<file path="src/rtl/trace_cap_pkg.sv">
package trace_cap_pkg;

    localparam int ADDR_W = 24;
    localparam int DATA_W = 16;
    localparam int CNT_W  = 16;
    localparam int AUX_W  = 8;
    localparam int WORD_W = ADDR_W + DATA_W + CNT_W + AUX_W;

    typedef enum logic {
        CNT_REFS = 1'b0,
        CNT_GAP  = 1'b1
    } cnt_mode_e;

    // Header fields staged at the header strobe
    typedef struct packed {
        logic [AUX_W-1:0]  aux;
        logic [CNT_W-1:0]  cnt;
        logic [ADDR_W-1:0] addr;
    } hdr_fields_t;

    // Packed so that the address lands in the low bits
    typedef struct packed {
        logic [AUX_W-1:0]  aux;
        logic [CNT_W-1:0]  cnt;
        logic [DATA_W-1:0] data;
        logic [ADDR_W-1:0] addr;
    } trace_word_t;

    function automatic trace_word_t build_word(hdr_fields_t h, logic [DATA_W-1:0] d);
        trace_word_t w;
        w.aux  = h.aux;
        w.cnt  = h.cnt;
        w.data = d;
        w.addr = h.addr;
        return w;
    endfunction

    function automatic logic [CNT_W-1:0] sat_inc(logic [CNT_W-1:0] v);
        return (v == {CNT_W{1'b1}}) ? v : v + CNT_W'(1);
    endfunction

endpackage

</file>
<file path="src/rtl/trace_ref_ctrl.sv">
module trace_ref_ctrl (
    input  logic clk,
    input  logic rst,
    input  logic run,
    input  logic hdr_stb,
    input  logic dat_stb,
    output logic hdr_take,
    output logic commit,
    output logic rec_o
);

    logic pending;

    assign hdr_take = run && hdr_stb;
    assign commit   = run && dat_stb && (pending || hdr_stb);

    always_ff @(posedge clk) begin
        if (rst) begin
            pending <= 1'b0;
            rec_o   <= 1'b0;
        end else begin
            rec_o <= commit;
            if (!run || dat_stb)
                pending <= 1'b0;
            else if (hdr_stb)
                pending <= 1'b1;
        end
    end

    // no record pulse follows a cycle with recording disabled
    assert_idle_no_rec_R5: assert property (@(posedge clk) disable iff (rst)
        !run |=> !rec_o);

    // a data strobe with nothing pending produces no pulse
    assert_orphan_data_R6: assert property (@(posedge clk) disable iff (rst)
        (dat_stb && !hdr_stb && !pending) |=> !rec_o);

    // once the data strobe is taken, nothing remains pending
    assert_pending_clear_R4: assert property (@(posedge clk) disable iff (rst)
        commit |=> !pending);

endmodule

</file>
<file path="src/rtl/trace_evt_counter.sv">
module trace_evt_counter
    import trace_cap_pkg::*;
#(
    parameter bit GAP_SATURATE = 1'b1
) (
    input  logic             clk,
    input  logic             rst,
    input  cnt_mode_e        mode,
    input  logic             commit,
    output logic [CNT_W-1:0] cnt
);

    logic [CNT_W-1:0] gap_next;

    generate
        if (GAP_SATURATE) begin : g_sat
            assign gap_next = sat_inc(cnt);
        end else begin : g_wrap
            assign gap_next = cnt + CNT_W'(1);
        end
    endgenerate

    always_ff @(posedge clk) begin
        if (rst) begin
            cnt <= '0;
        end else begin
            unique case (mode)
                CNT_REFS: if (commit) cnt <= cnt + CNT_W'(1);
                CNT_GAP:  cnt <= commit ? '0 : gap_next;
                default:  cnt <= cnt;
            endcase
        end
    end

    // reference mode only moves on a completed reference
    assert_refs_hold_R8: assert property (@(posedge clk) disable iff (rst)
        (mode == CNT_REFS && !commit) |=> $stable(cnt));

    // gap mode restarts from zero after a completed reference
    assert_gap_clear_R9: assert property (@(posedge clk) disable iff (rst)
        (mode == CNT_GAP && commit) |=> (cnt == '0));

    // gap mode holds at the top value
    assert_gap_saturate_R10: assert property (@(posedge clk) disable iff (rst)
        (mode == CNT_GAP && !commit && cnt == {CNT_W{1'b1}}) |=> (cnt == {CNT_W{1'b1}}));

endmodule

</file>
<file path="src/rtl/trace_field_latch.sv">
module trace_field_latch
    import trace_cap_pkg::*;
(
    input  logic              clk,
    input  logic              rst,
    input  logic              hdr_take,
    input  logic              commit,
    input  logic [ADDR_W-1:0] addr_i,
    input  logic [DATA_W-1:0] data_i,
    input  logic [AUX_W-1:0]  aux_i,
    input  logic [CNT_W-1:0]  cnt_i,
    output trace_word_t       word_o
);

    hdr_fields_t staged;
    hdr_fields_t live;
    hdr_fields_t hdr_sel;

    always_comb begin
        live.aux  = aux_i;
        live.cnt  = cnt_i;
        live.addr = addr_i;
        hdr_sel   = hdr_take ? live : staged;
    end

    always_ff @(posedge clk) begin
        if (rst) begin
            staged <= '0;
            word_o <= '0;
        end else begin
            if (hdr_take)
                staged <= live;
            if (commit)
                word_o <= build_word(hdr_sel, data_i);
        end
    end

    // the published word moves only when a reference completes
    assert_word_hold_R4: assert property (@(posedge clk) disable iff (rst)
        !commit |=> $stable(word_o));

    // data field follows the bus value present at the data strobe
    assert_data_sample_R3: assert property (@(posedge clk) disable iff (rst)
        commit |=> (word_o.data == $past(data_i)));

endmodule

</file>
<file path="src/rtl/trace_capture.sv">
module trace_capture
    import trace_cap_pkg::*;
(
    input  logic              clk,
    input  logic              rst,
    input  logic              run,
    input  logic              cnt_mode,
    input  logic              hdr_stb,
    input  logic              dat_stb,
    input  logic [ADDR_W-1:0] addr_i,
    input  logic [DATA_W-1:0] data_i,
    input  logic [AUX_W-1:0]  aux_i,
    output logic              rec_o,
    output logic [WORD_W-1:0] record_o
);

    logic        hdr_take;
    logic        commit;
    logic [CNT_W-1:0] cnt;
    trace_word_t word;
    cnt_mode_e   mode;

    assign mode     = cnt_mode_e'(cnt_mode);
    assign record_o = word;

    trace_ref_ctrl u_ctrl (
        .clk      (clk),
        .rst      (rst),
        .run      (run),
        .hdr_stb  (hdr_stb),
        .dat_stb  (dat_stb),
        .hdr_take (hdr_take),
        .commit   (commit),
        .rec_o    (rec_o)
    );

    trace_evt_counter #(.GAP_SATURATE(1'b1)) u_cnt (
        .clk    (clk),
        .rst    (rst),
        .mode   (mode),
        .commit (commit),
        .cnt    (cnt)
    );

    trace_field_latch u_latch (
        .clk      (clk),
        .rst      (rst),
        .hdr_take (hdr_take),
        .commit   (commit),
        .addr_i   (addr_i),
        .data_i   (data_i),
        .aux_i    (aux_i),
        .cnt_i    (cnt),
        .word_o   (word)
    );

    // reset leaves no pulse behind
    assert_reset_quiet_R1: assert property (@(posedge clk)
        rst |=> !rec_o);

endmodule

</file>
<file path="config.mk">
export PLATFORM = sky130hd
export DESIGN_NAME = trace_capture
export DESIGN_NICKNAME = d
export VERILOG_FILES = /design/src/rtl/trace_cap_pkg.sv /design/src/rtl/trace_ref_ctrl.sv /design/src/rtl/trace_evt_counter.sv /design/src/rtl/trace_field_latch.sv /design/src/rtl/trace_capture.sv
export SDC_FILE = /design/constraint.sdc
export NUM_CORES = 1
export LEC_CHECK = 0
export BUFFER_PORTS_ARGS = -buffer_cell sky130_fd_sc_hd__buf_4
export CAP_MARGIN = 25
export CORE_ASPECT_RATIO = 0.6
export CORE_MARGIN = 4
export CORE_UTILIZATION = 40
export CTS_CLUSTER_SIZE = 8
export DETAILED_ROUTE_END_ITERATION = 6
export PLACE_DENSITY = 0.7
export SLEW_MARGIN = 10
export SYNTH_ARGS = -nofsm -noshare
export SYNTH_HDL_FRONTEND = slang
export SYNTH_SLANG_ARGS = --single-unit
</file>
<file path="constraint.sdc">
create_clock -name clk -period 1.7 [get_ports clk]
set_input_delay 0.34 -clock clk [delete_from_list [all_inputs] [get_ports clk]]
set_output_delay 0.34 -clock clk [all_outputs]
set_load 0.05 [all_outputs]
</file>
==> results_dict.tcl <==
set metrics [dict create \
    netlist_instances 493 \
    ys_seq_area_frac 0.5472 \
    async_flop_share 0 \
    drv_slew 0 \
    worst_ep_arrival_time_ns 1.95 \
    crit_fanout 6 \
    synth_nets 548 \
    tightest_slew_ns 0.5214 \
    place_area_um2 5839 \
    io_buffers 118 \
    synth_top_area_share 0.5472 \
    period_needed_ns 1.650 \
    ys_top_cells_by_area "dfxtp_1, mux2i_1, a211oi_1, nor2_1, nand2_1" \
    required_ns 2.00 \
    synthFlopType "dfxtp_1" \
    antenna_found_initial 0 \
    firstDrtPassIters 5 \
    hold_buffers 0 \
    boundaryPins 119 \
    syn_avg_cell_area_um2 9.647 \
    finalNonFillerCells 783 \
    dieArea_um2 13760 \
    syn2layout_area_growth_pct 36.28 \
    via_per_inst 5.031 \
    cts_buffer_depth 2 \
    gr-usage-all-layers 0.1671 \
    drtIter0Drc 242 \
    wl_per_cell_um 14.60 \
    grt.busiest_layer "met2" \
    grt.met2_usage 0.2459 \
    gp_congestion 0.8704 \
    drt-total-wl_mm 11.43 \
    end_kind "flop" \
    period_share 0.9705 \
    finClkSkew_ns 0.006553 \
    final_cell_area_um2 6481 \
    rsz0062_at_grt "no" \
    met1_usage 0.2260 \
    grt-ovfl-total 0 \
    switching_share 0.2586 \
    grt_pass1_wl_mm 18.60 \
    cts_num_sinks 130 \
    ant_nets 0 \
    synth_edf_count 0 \
    cellLeakagePower_nw 2.807 \
    post-place-cells 750 \
    htreeDepth 4 \
    syn_area_um2 4756 \
    synth.largest_area_cell "dfxtp_1" \
    drv_cap 0 \
    cts_tree "built" \
    grt_max_degree 57 \
    ir_worst_vdd_v 0.0006614 \
    hold_class "input port to flop" \
    numCtsBuffers 17 \
    slew_headroom 0.6524 \
    root_buffer "clkbuf_16" \
    grt_pass1_vias 3815 \
    seqPwrFrac 0.423 \
    ys_ff_latch 130 \
    status "finished clean" \
    fp-row-count 30 \
    synth.most_common_cell "dfxtp_1" \
    hold_viol 0 \
    whs_ns 0.1496 \
    combPwrFrac 0.113 \
    clockPowerShare 0.464 \
    drc_errors 0 \
    switchingPower_w 0.001971 \
    place_ws_ns -0.02576 \
    setup_viol 0 \
    start_util 0.4154 \
    fin_nets 665 \
    die_height_um 92.46 \
    crit_type "flop to flop" \
    synthTopCellsByCount "dfxtp_1, nor2_1, a211oi_1" \
    powerDensity_nw_per_um2 1176 \
    fmax_mhz 606.1 \
    path_clk_slew_ns 0.06 \
    fin_ws_ns 0.05014 \
    antennaDiodeCount 0 \
    core-area_um2 11450 \
    synth_warnings 0 \
    cell_internal_pwr_w 0.005650 \
    worstSetupStartpointType "flop" \
    dp_hpwl_mm 7.948 \
    synth_cell_types 45 \
    finalPower_w 0.007621 \
    clock_latency_ns 0.40 \
    route.vias.total 3939 \
    drive_gt1_frac 0.3018 \
    use_met3 0.06993 \
    fillers 999 \
    fp.dieW_um 148.8 \
]
power groups by stage:
stage	combinational, W	clock [W]	sequential (W)
after CTS	0.000868	0.00362	0.00322
after global routing	0.000930	0.00375	0.00324
after global placement	0.000849	0	0.00328
after detailed placement	0.000865	0	0.00329
final	0.000863	0.00354	0.00322
after floorplan	0.000307	0	0.00354
cells in the final DEF, fill, tap and decap left out, types with 3 or more instances in the layout:
cell | Yosys | final
buf_4 | 4 | 131
nand2_1 | 42 | 40
mux2i_1 | 48 | 48
nor2_1 | 100 | 100
a31oi_1 | 8 | 8
clkbuf_16 | 0 | 17
clkinvlp_4 | 0 | 4
and3_1 | 4 | 3
nor3_1 | 5 | 5
o21ai_1 | 5 | 5
a21oi_1 | 23 | 23
dfxtp_1 | 130 | 129
buf_12 | 0 | 4
clkinv_4 | 0 | 6
a211oi_1 | 51 | 51
critical path: stages (launching register included):
cell and delay [ns]:
dfxtp_1 0.33, ha_1 0.22, and3_2 0.25, nand3_4 0.14, nor2_4 0.06, or4_1 0.47
o311ai_1 0.09
cells by family after synthesis:
logic type               synth area share
multiplexers                       0.1034
buffers and inverters             0.03999
flip-flops                         0.5472
AND/OR/NAND/NOR                    0.1607
adder cells (fa/ha/maj)          0.002630
AO/OA/AOI/OAI                      0.1460
worst paths after layout:
check                                        start                  to  slack, ns  cells after the start
worst max register to register        u_cnt.cnt[0]        u_cnt.cnt[1]       0.05                      6
worst max-delay path                  u_cnt.cnt[0]        u_cnt.cnt[1]       0.05                      6
worst min-delay path                       dat_stb      u_ctrl.pending       0.15                      2
worst min register to register  u_latch.word_o[26]  u_latch.word_o[26]       0.46                      2
registers in the layout (all words and copies together), names as in the netlist:
signal          count
u_latch.word_o     64
u_ctrl.pending      1
u_ctrl.rec_o        1
u_latch.staged     48
u_cnt.cnt          16
stage by stage:
step           utilization  setup TNS (ns)
6_report            0.5661               0
3_3_place_gp        0.5101               0
2_1_floorplan            -               0
4_1_cts             0.5631               0
3_5_place_dp        0.5101        -0.02576
5_1_grt             0.5661               0
what timing repair did:
item | 4_1_cts | 5_1_grt
resized for setup | 3 | 9
buffers inserted | 0 | 1
pin swaps | 0 | 1
setup endpoints to repair | 4 | 8
gates cloned | 0 | 0
metal layers:
metal | wire length, um | share of wire
met2 | 4900 | 0.43
met4 | 105 | 0.0092
met3 | 1010 | 0.088
met5 | 0 | 0
met1 | 5414 | 0.47
final cells by class:
| type | count | area (um2) | area share |
|---|---|---|---|
| flip-flops and latches | 130 | 2604 | 0.4017 |
| well taps | 160 | 200.2 | 0.03089 |
| clock inverters | 15 | 161.4 | 0.02490 |
| inverters | 2 | 7.507 | 0.001158 |
| repair buffers | 135 | 1064 | 0.1641 |
| multi-input cells | 324 | 2019 | 0.3116 |
| clock buffers | 17 | 425.4 | 0.06564 |
Note: power is estimated with default switching activity, not from simulation.
